File: config.mk
export PLATFORM = sky130hd
export DESIGN_NAME = step_irq_gen
export DESIGN_NICKNAME = d
export VERILOG_FILES = /design/src/rtl/step_irq_pkg.sv /design/src/rtl/step_irq_fetch_edge.sv /design/src/rtl/step_irq_chain.sv /design/src/rtl/step_irq_gen.sv
export SDC_FILE = /design/constraint.sdc
export NUM_CORES = 1
export LEC_CHECK = 0
export BUFFER_PORTS_ARGS = -buffer_cell sky130_fd_sc_hd__clkbuf_2
export CAP_MARGIN = 15
export CORE_AREA = 2 2 39 41
export CTS_CLUSTER_DIAMETER = 150
export CTS_CLUSTER_SIZE = 24
export DETAILED_ROUTE_END_ITERATION = 8
export DIE_AREA = 0 0 41 43
export GPL_ROUTABILITY_DRIVEN = 1
export HOLD_SLACK_MARGIN = 0.08
export PLACE_DENSITY = 0.35
export SYNTH_ARGS = -nofsm -noshare
export SYNTH_HDL_FRONTEND = slang
export SYNTH_SLANG_ARGS = --single-unit
File: constraint.sdc
create_clock -name clk -period 0.8 [get_ports clk]
set_input_delay 0.08 -clock clk [delete_from_list [all_inputs] [get_ports clk]]
set_output_delay 0.08 -clock clk [all_outputs]
set_load 0.03 [all_outputs]
File: src/rtl/step_irq_pkg.sv
package step_irq_pkg;

   // Action applied to the token chain in one clock cycle
   typedef enum logic [1:0] {
      CH_HOLD  = 2'd0,
      CH_ARM   = 2'd1,
      CH_SHIFT = 2'd2
   } chain_act_e;

   // Smallest chain that still gives one instruction per step
   localparam int unsigned MIN_STAGES = 2;

endpackage

File: src/rtl/step_irq_fetch_edge.sv
module step_irq_fetch_edge #(
   parameter bit EDGE_DETECT = 1'b1
) (
   input  logic clk,
   input  logic srst,
   input  logic strobe_in,
   output logic fetch_pulse
);

   generate
      if (EDGE_DETECT) begin : g_edge
         logic prev_q;
         always_ff @(posedge clk) begin
            if (srst) prev_q <= 1'b0;
            else      prev_q <= strobe_in;
         end
         assign fetch_pulse = strobe_in & ~prev_q;
      end else begin : g_pulse
         // Strobe is already a one-cycle pulse per fetch
         assign fetch_pulse = strobe_in;
      end
   endgenerate

endmodule

File: src/rtl/step_irq_chain.sv
module step_irq_chain
   import step_irq_pkg::*;
#(
   parameter int unsigned STAGES = 3
) (
   input  logic              clk,
   input  logic              srst,
   input  chain_act_e        act,
   output logic [STAGES-1:0] chain_q
);

   generate
      for (genvar i = 0; i < STAGES; i++) begin : g_stage
         always_ff @(posedge clk) begin
            if (srst) begin
               chain_q[i] <= 1'b0;
            end else begin
               unique case (act)
                  CH_ARM:   chain_q[i] <= (i == 0);
                  CH_SHIFT: begin
                     if (i == 0) chain_q[i] <= 1'b0;
                     else        chain_q[i] <= chain_q[(i == 0) ? 0 : i-1];
                  end
                  default:  chain_q[i] <= chain_q[i];
               endcase
            end
         end
      end
   endgenerate

endmodule

File: src/rtl/step_irq_gen.sv
module step_irq_gen
   import step_irq_pkg::*;
#(
   parameter int unsigned STAGES      = 3,
   parameter bit          EDGE_DETECT = 1'b1
) (
   input  logic clk,
   input  logic srst,
   input  logic step_en,
   input  logic arm_strobe,
   input  logic fetch_strobe,
   output logic load_req_n
);

   localparam int unsigned LAST = STAGES - 1;

   generate
      if (STAGES < MIN_STAGES) begin : g_bad_stages
         $error("step_irq_gen: STAGES must be at least %0d", MIN_STAGES);
      end
   endgenerate

   logic              fetch_pulse;
   logic              arm_ok;
   logic [STAGES-1:0] chain_q;
   chain_act_e        act;

   step_irq_fetch_edge #(.EDGE_DETECT(EDGE_DETECT)) u_edge (
      .clk         (clk),
      .srst        (srst),
      .strobe_in   (fetch_strobe),
      .fetch_pulse (fetch_pulse)
   );

   assign arm_ok = arm_strobe & step_en;

   always_comb begin
      if (arm_ok)                       act = CH_ARM;
      else if (fetch_pulse && |chain_q) act = CH_SHIFT;
      else                              act = CH_HOLD;
   end

   step_irq_chain #(.STAGES(STAGES)) u_chain (
      .clk     (clk),
      .srst    (srst),
      .act     (act),
      .chain_q (chain_q)
   );

   assign load_req_n = ~chain_q[LAST];

endmodule

-- Word-level counts from Yosys, hierarchy flattened
Cells that the tools add are included.
Widths: inputs -> output; s select.
- input bits: 5
- register bits: 4
- output and inout bits: 1
- logic and storage cells: 18
- eq/ne operators: 2
- mux-type cells: 5
- reduce and logical (&&, ||, !) cells: 3
- bitwise gates (word level): 4
- operators with widths (kind ; count):
    $pmux 1 s2 ; 3
    $mux 2 ; 2
    $reduce_or 3->1 ; 1
    $and 1x1->1 ; 2
    $eq 2x1->1 const B ; 1
    $eq 2x2->1 const B ; 1
    $not 1->1 ; 2
    $reduce_bool 2->1 ; 1
    $logic_and 1x1->1 ; 1

-- Logic depth before layout (Yosys ltp)
- depth in word-level cells: 7
- depth in mapped cells: 3
- mapped depth without buffers: 3

-- Modules after synthesis
From an unflattened synthesis, not the netlist that was laid out.
- cell total of the unflattened synthesis: 21
- area total of the unflattened synthesis: 205.2 µm²
- modules (own cells, without submodules) (module ; cells an instance ; seq. area each (µm²) ; area each (µm²) ; times used):
    step_irq_chain ; 14 ; 60.1 ; 127.6 ; 1
    step_irq_fetch_edge ; 3 ; 20.0 ; 47.5 ; 1
    step_irq_gen ; 4 ; 0.0 ; 30.0 ; 1

-- Worst setup path after synthesis
Ideal clock, no wire load.
- kind: register to register
- start: register u_edge.g_edge.prev_q
- end: register u_chain.chain_q[2]
- cell stages (with the launch flop): 4
- required time: 0.686 ns
- buffers on the path: 0
- clock period less this slack: 0.730 ns
- library setup time: 0.114 ns
- arrival: 0.616 ns
- slack: 0.070 ns
- path through: dfxtp_1 -> nand2b_4 -> mux2i_1 -> nor2_1
- longest elaborated chain between the ends: 7
- elaborated cells between the ends (all ways): 9
- classes of those cells: eq/ne: 2; mux: 3; bitwise: 2; reduce/logical: 2
- ends and longest elaborated chain (element ; line ; source):
    start, declared ; step_irq_fetch_edge.sv:12 ; logic prev_q;
    start signal, assigned ; step_irq_fetch_edge.sv:15 ; else prev_q <= strobe_in;
    $not 1->1 * ; step_irq_fetch_edge.sv:17 ; assign fetch_pulse = strobe_in & ~prev_q;
    $and 1x1->1 * ; step_irq_fetch_edge.sv:17 ;
    $logic_and 1x1->1 * ; step_irq_gen.sv:39 ; else if (fetch_pulse && |chain_q) act = CH_SHIFT;
    $mux 2 * ; step_irq_gen.sv:39 ;
    $mux 2 * ; step_irq_gen.sv:38 ; if (arm_ok) act = CH_ARM;
    $eq 2x2->1 or $eq 2x1->1 (tied branches) ; step_irq_chain.sv:18 ; unique case (act)
    $pmux 1 s2 or $reduce_bool 2->1 (tied branches) ; -- ;
    end signal, assigned by index ; step_irq_chain.sv:19 ; CH_ARM: chain_q[i] <= (i == 0);
    end signal, assigned by index ; step_irq_chain.sv:22 ; else chain_q[i] <= chain_q[(i == 0) ? 0 : i-1];
    end signal, assigned by index ; step_irq_chain.sv:24 ; default: chain_q[i] <= chain_q[i];
    end, declared ; step_irq_chain.sv:9 ; output logic [STAGES-1:0] chain_q
Mark *: on every way between the ends. The rest lies on a longest branch, timed or not.
A chain may end at the register's enable or synchronous reset.

-- Worst setup path after layout
- start: register u_chain.chain_q[2]
- end: output port load_req_n
- longest elaborated chain between the ends: 1
- ends and longest elaborated chain (element ; line ; source):
    $not 1->1 ; step_irq_gen.sv:50 ; assign load_req_n = ~chain_q[LAST];
    end, declared ; step_irq_gen.sv:12 ; output logic load_req_n
No other way between the ends.

==> results.md <==
- Worst Path Required: 0.72 ns
- Die Wd: 41 um
- Antenna diode instance count: 0
- Largest net degree at the start of global routing: 4
- Syn nets: 19
- Syn Area/Cell: 10.7 um2
- Die Y: 43 um
- Drt drc: 0
- Slew margin rel.: 0.892
- Fin crit period: 0.803 ns
- Synth Instances: 14
- Via density: 3.21
- Layout Skew: 0.00393 ns
- DRT Pass-1 Iters: 2
- Setup Crit Path Kind: reg2out
- Leak: 0.110 nW
- CORE AREA: 0.00138 mm2
- GRT Total Usage: 0.0572
- Boundary pin count: 6
- Final setup margin: -0.00322 ns
- IR drop worst, VDD: 0.511 mV
- Fin. max-slew vios: 0
- Detailed Place HPWL: 229 um
- Initial Util: 0.108
- Nets@finish: 30
- Hold Path Class: in2reg
- Root Buffer: clkbuf_4
- Max Cap Viol: 0
- Crit path DAT: 0.72 ns
- Period utilization: 1.00
- Wirelength per Cell: 8.21 um
- Routed Antenna Nets: 0
- # rows: 14
- Failing checks: setup timing
- Filler Cell Count: 153
- Port bufs: 5
- Synth Cell Area: 150 um2
- Pre-CTS WS: 0.0287 ns
- Crit. End Element: output port
- Global-route wire length before repair: 510 um
- CTS tree: done
- WHS: 0.123 ns
- Inst Count DP: 35
- Worst-skew pair later-pin latency: 0.24 ns
- Vias in the first global route: 139
- Commonest non-fill, non-tap cell in the layout: clkbuf_2
- Post-route cell area: 240 um2
- CP Launch Type: register
- Final setup viols: 1
- Worst path cell trace: inv_2, buf_8
- Max Fclk: 1.24 GHz
- Congestion Overflow GR: 0
- CP max stage cell: dfxtp_2
- Final Hold Vio Count: 0
- Final Wtd Congestion: 0.512
- Seq/Total Area, Yosys: 0.533
- Final wirelength: 320 um
- Maximum clock path buffer count: 2
- P&R area growth vs syn: 60.0%
- RSZ-0062 raised after global routing: yes
- Least-Margin Pin Slew: 0.162 ns
- Max H-tree Level: 1
- PwrDens: 2120 mW/mm2
- Total power: 510 uW
- CTS Buf Count: 3
- Detailed Route Iter0 Violations: 1
- Die area: 0.00176 mm2
- Sink Count: 4
- Synth warn: 0
- Commonest non-fill, non-tap cells in the layout: clkbuf_2, nor2_1, clkbuf_4
- Peak fanout along the critical path: 2
- DR vias: 125
- Post-synth cell types: 8
- Fin cells: 39
- Placed cell area: 195 um2
- Outcome: finished with violations
- Synth Register Bits: 4
- Initial antenna violation count: 0
- Layout cell share with drive strength beyond 1: 0.522
- Slowest stage delay, CP: 0.33 ns
- Clock slew at reported path FFs: 0.03 ns
## Yosys cell counts
| cell type | instances | area (um2) |
|---|---|---|
| dfxtp_1 | 4 | 80.1 |
| nor2_1 | 3 | 11.3 |
| mux2i_1 | 2 | 20.0 |
| a21o_1 | 1 | 7.51 |
| a22oi_1 | 1 | 7.51 |
| inv_1 | 1 | 3.75 |
| nand2b_4 | 1 | 13.8 |
| nor2b_1 | 1 | 6.26 |
## kinds of logic after synthesis
kind of cell	after synthesis	synth area share
and+or+nand+nor	5	0.208
AOI/OAI and AO/OA	2	0.100
DFF	4	0.533
muxes	2	0.133
buffers and inverters	1	0.0250
## registers in the layout, summed over array words and instances, names as in the netlist
signal,count
u_edge.g_edge.prev_q,1
u_chain.chain_q,3
## metrics by stage
step           setup TNS [ns]  utilization
4_1_cts               -0.0262        0.172
5_1_grt               -0.0843        0.174
2_1_floorplan               0            -
3_3_place_gp                0        0.141
3_5_place_dp                0        0.141
6_report             -0.00322        0.174
## power by group
group | internal (mW) | switching (mW) | leakage (nW)
clock | 0.168 | 0.0861 | 0.0138
combinational | 0.0254 | 0.0183 | 0.0629
sequential | 0.208 | 0.00332 | 0.0335
total | 0.402 | 0.108 | 0.110
## repair_timing
action,CTS,global route
cloned,0,0
setup buffers,0,0
hold buffers,1,0
gates resized for setup,4,2
hold endpoints to repair,2,0
endpoints found under the setup margin,1,3
pin swaps,0,1
## path summary, 6_finish.rpt
check	depth (start not counted)	slack, ns	start	end
min	3	0.12	srst	u_chain.chain_q[1]
max reg2reg	3	0.02	u_edge.g_edge.prev_q	u_chain.chain_q[2]
min reg2reg	2	0.51	u_chain.chain_q[1]	u_chain.chain_q[2]
max	2	-0.003	u_chain.chain_q[2]	load_req_n
## layer usage
layer	global-route usage	up-vias	wire length, um
li1	-	66	-
met1	0.0482	47	157
met2	0.0438	8	76
met3	0.0995	4	67
met4	0.0600	0	19
met5	0	-	0
## layout make-up
cell class                 instances  area [um2]  share of cell area
tap                               16        20.0              0.0833
inverter                           1        3.75              0.0156
multi-input combinational          9        66.3               0.276
timing repair buffer               6        45.0               0.188
clock buffer                       3        22.5              0.0938
sequential                         4        82.6               0.344
## worst max-delay path, delay by kind of cell (launching register included)
family,cells,cell delay (ns)
buffers and inverters,2,0.16
DFF,1,0.33
No activity file was read; power rests on OpenSTA's default activity.
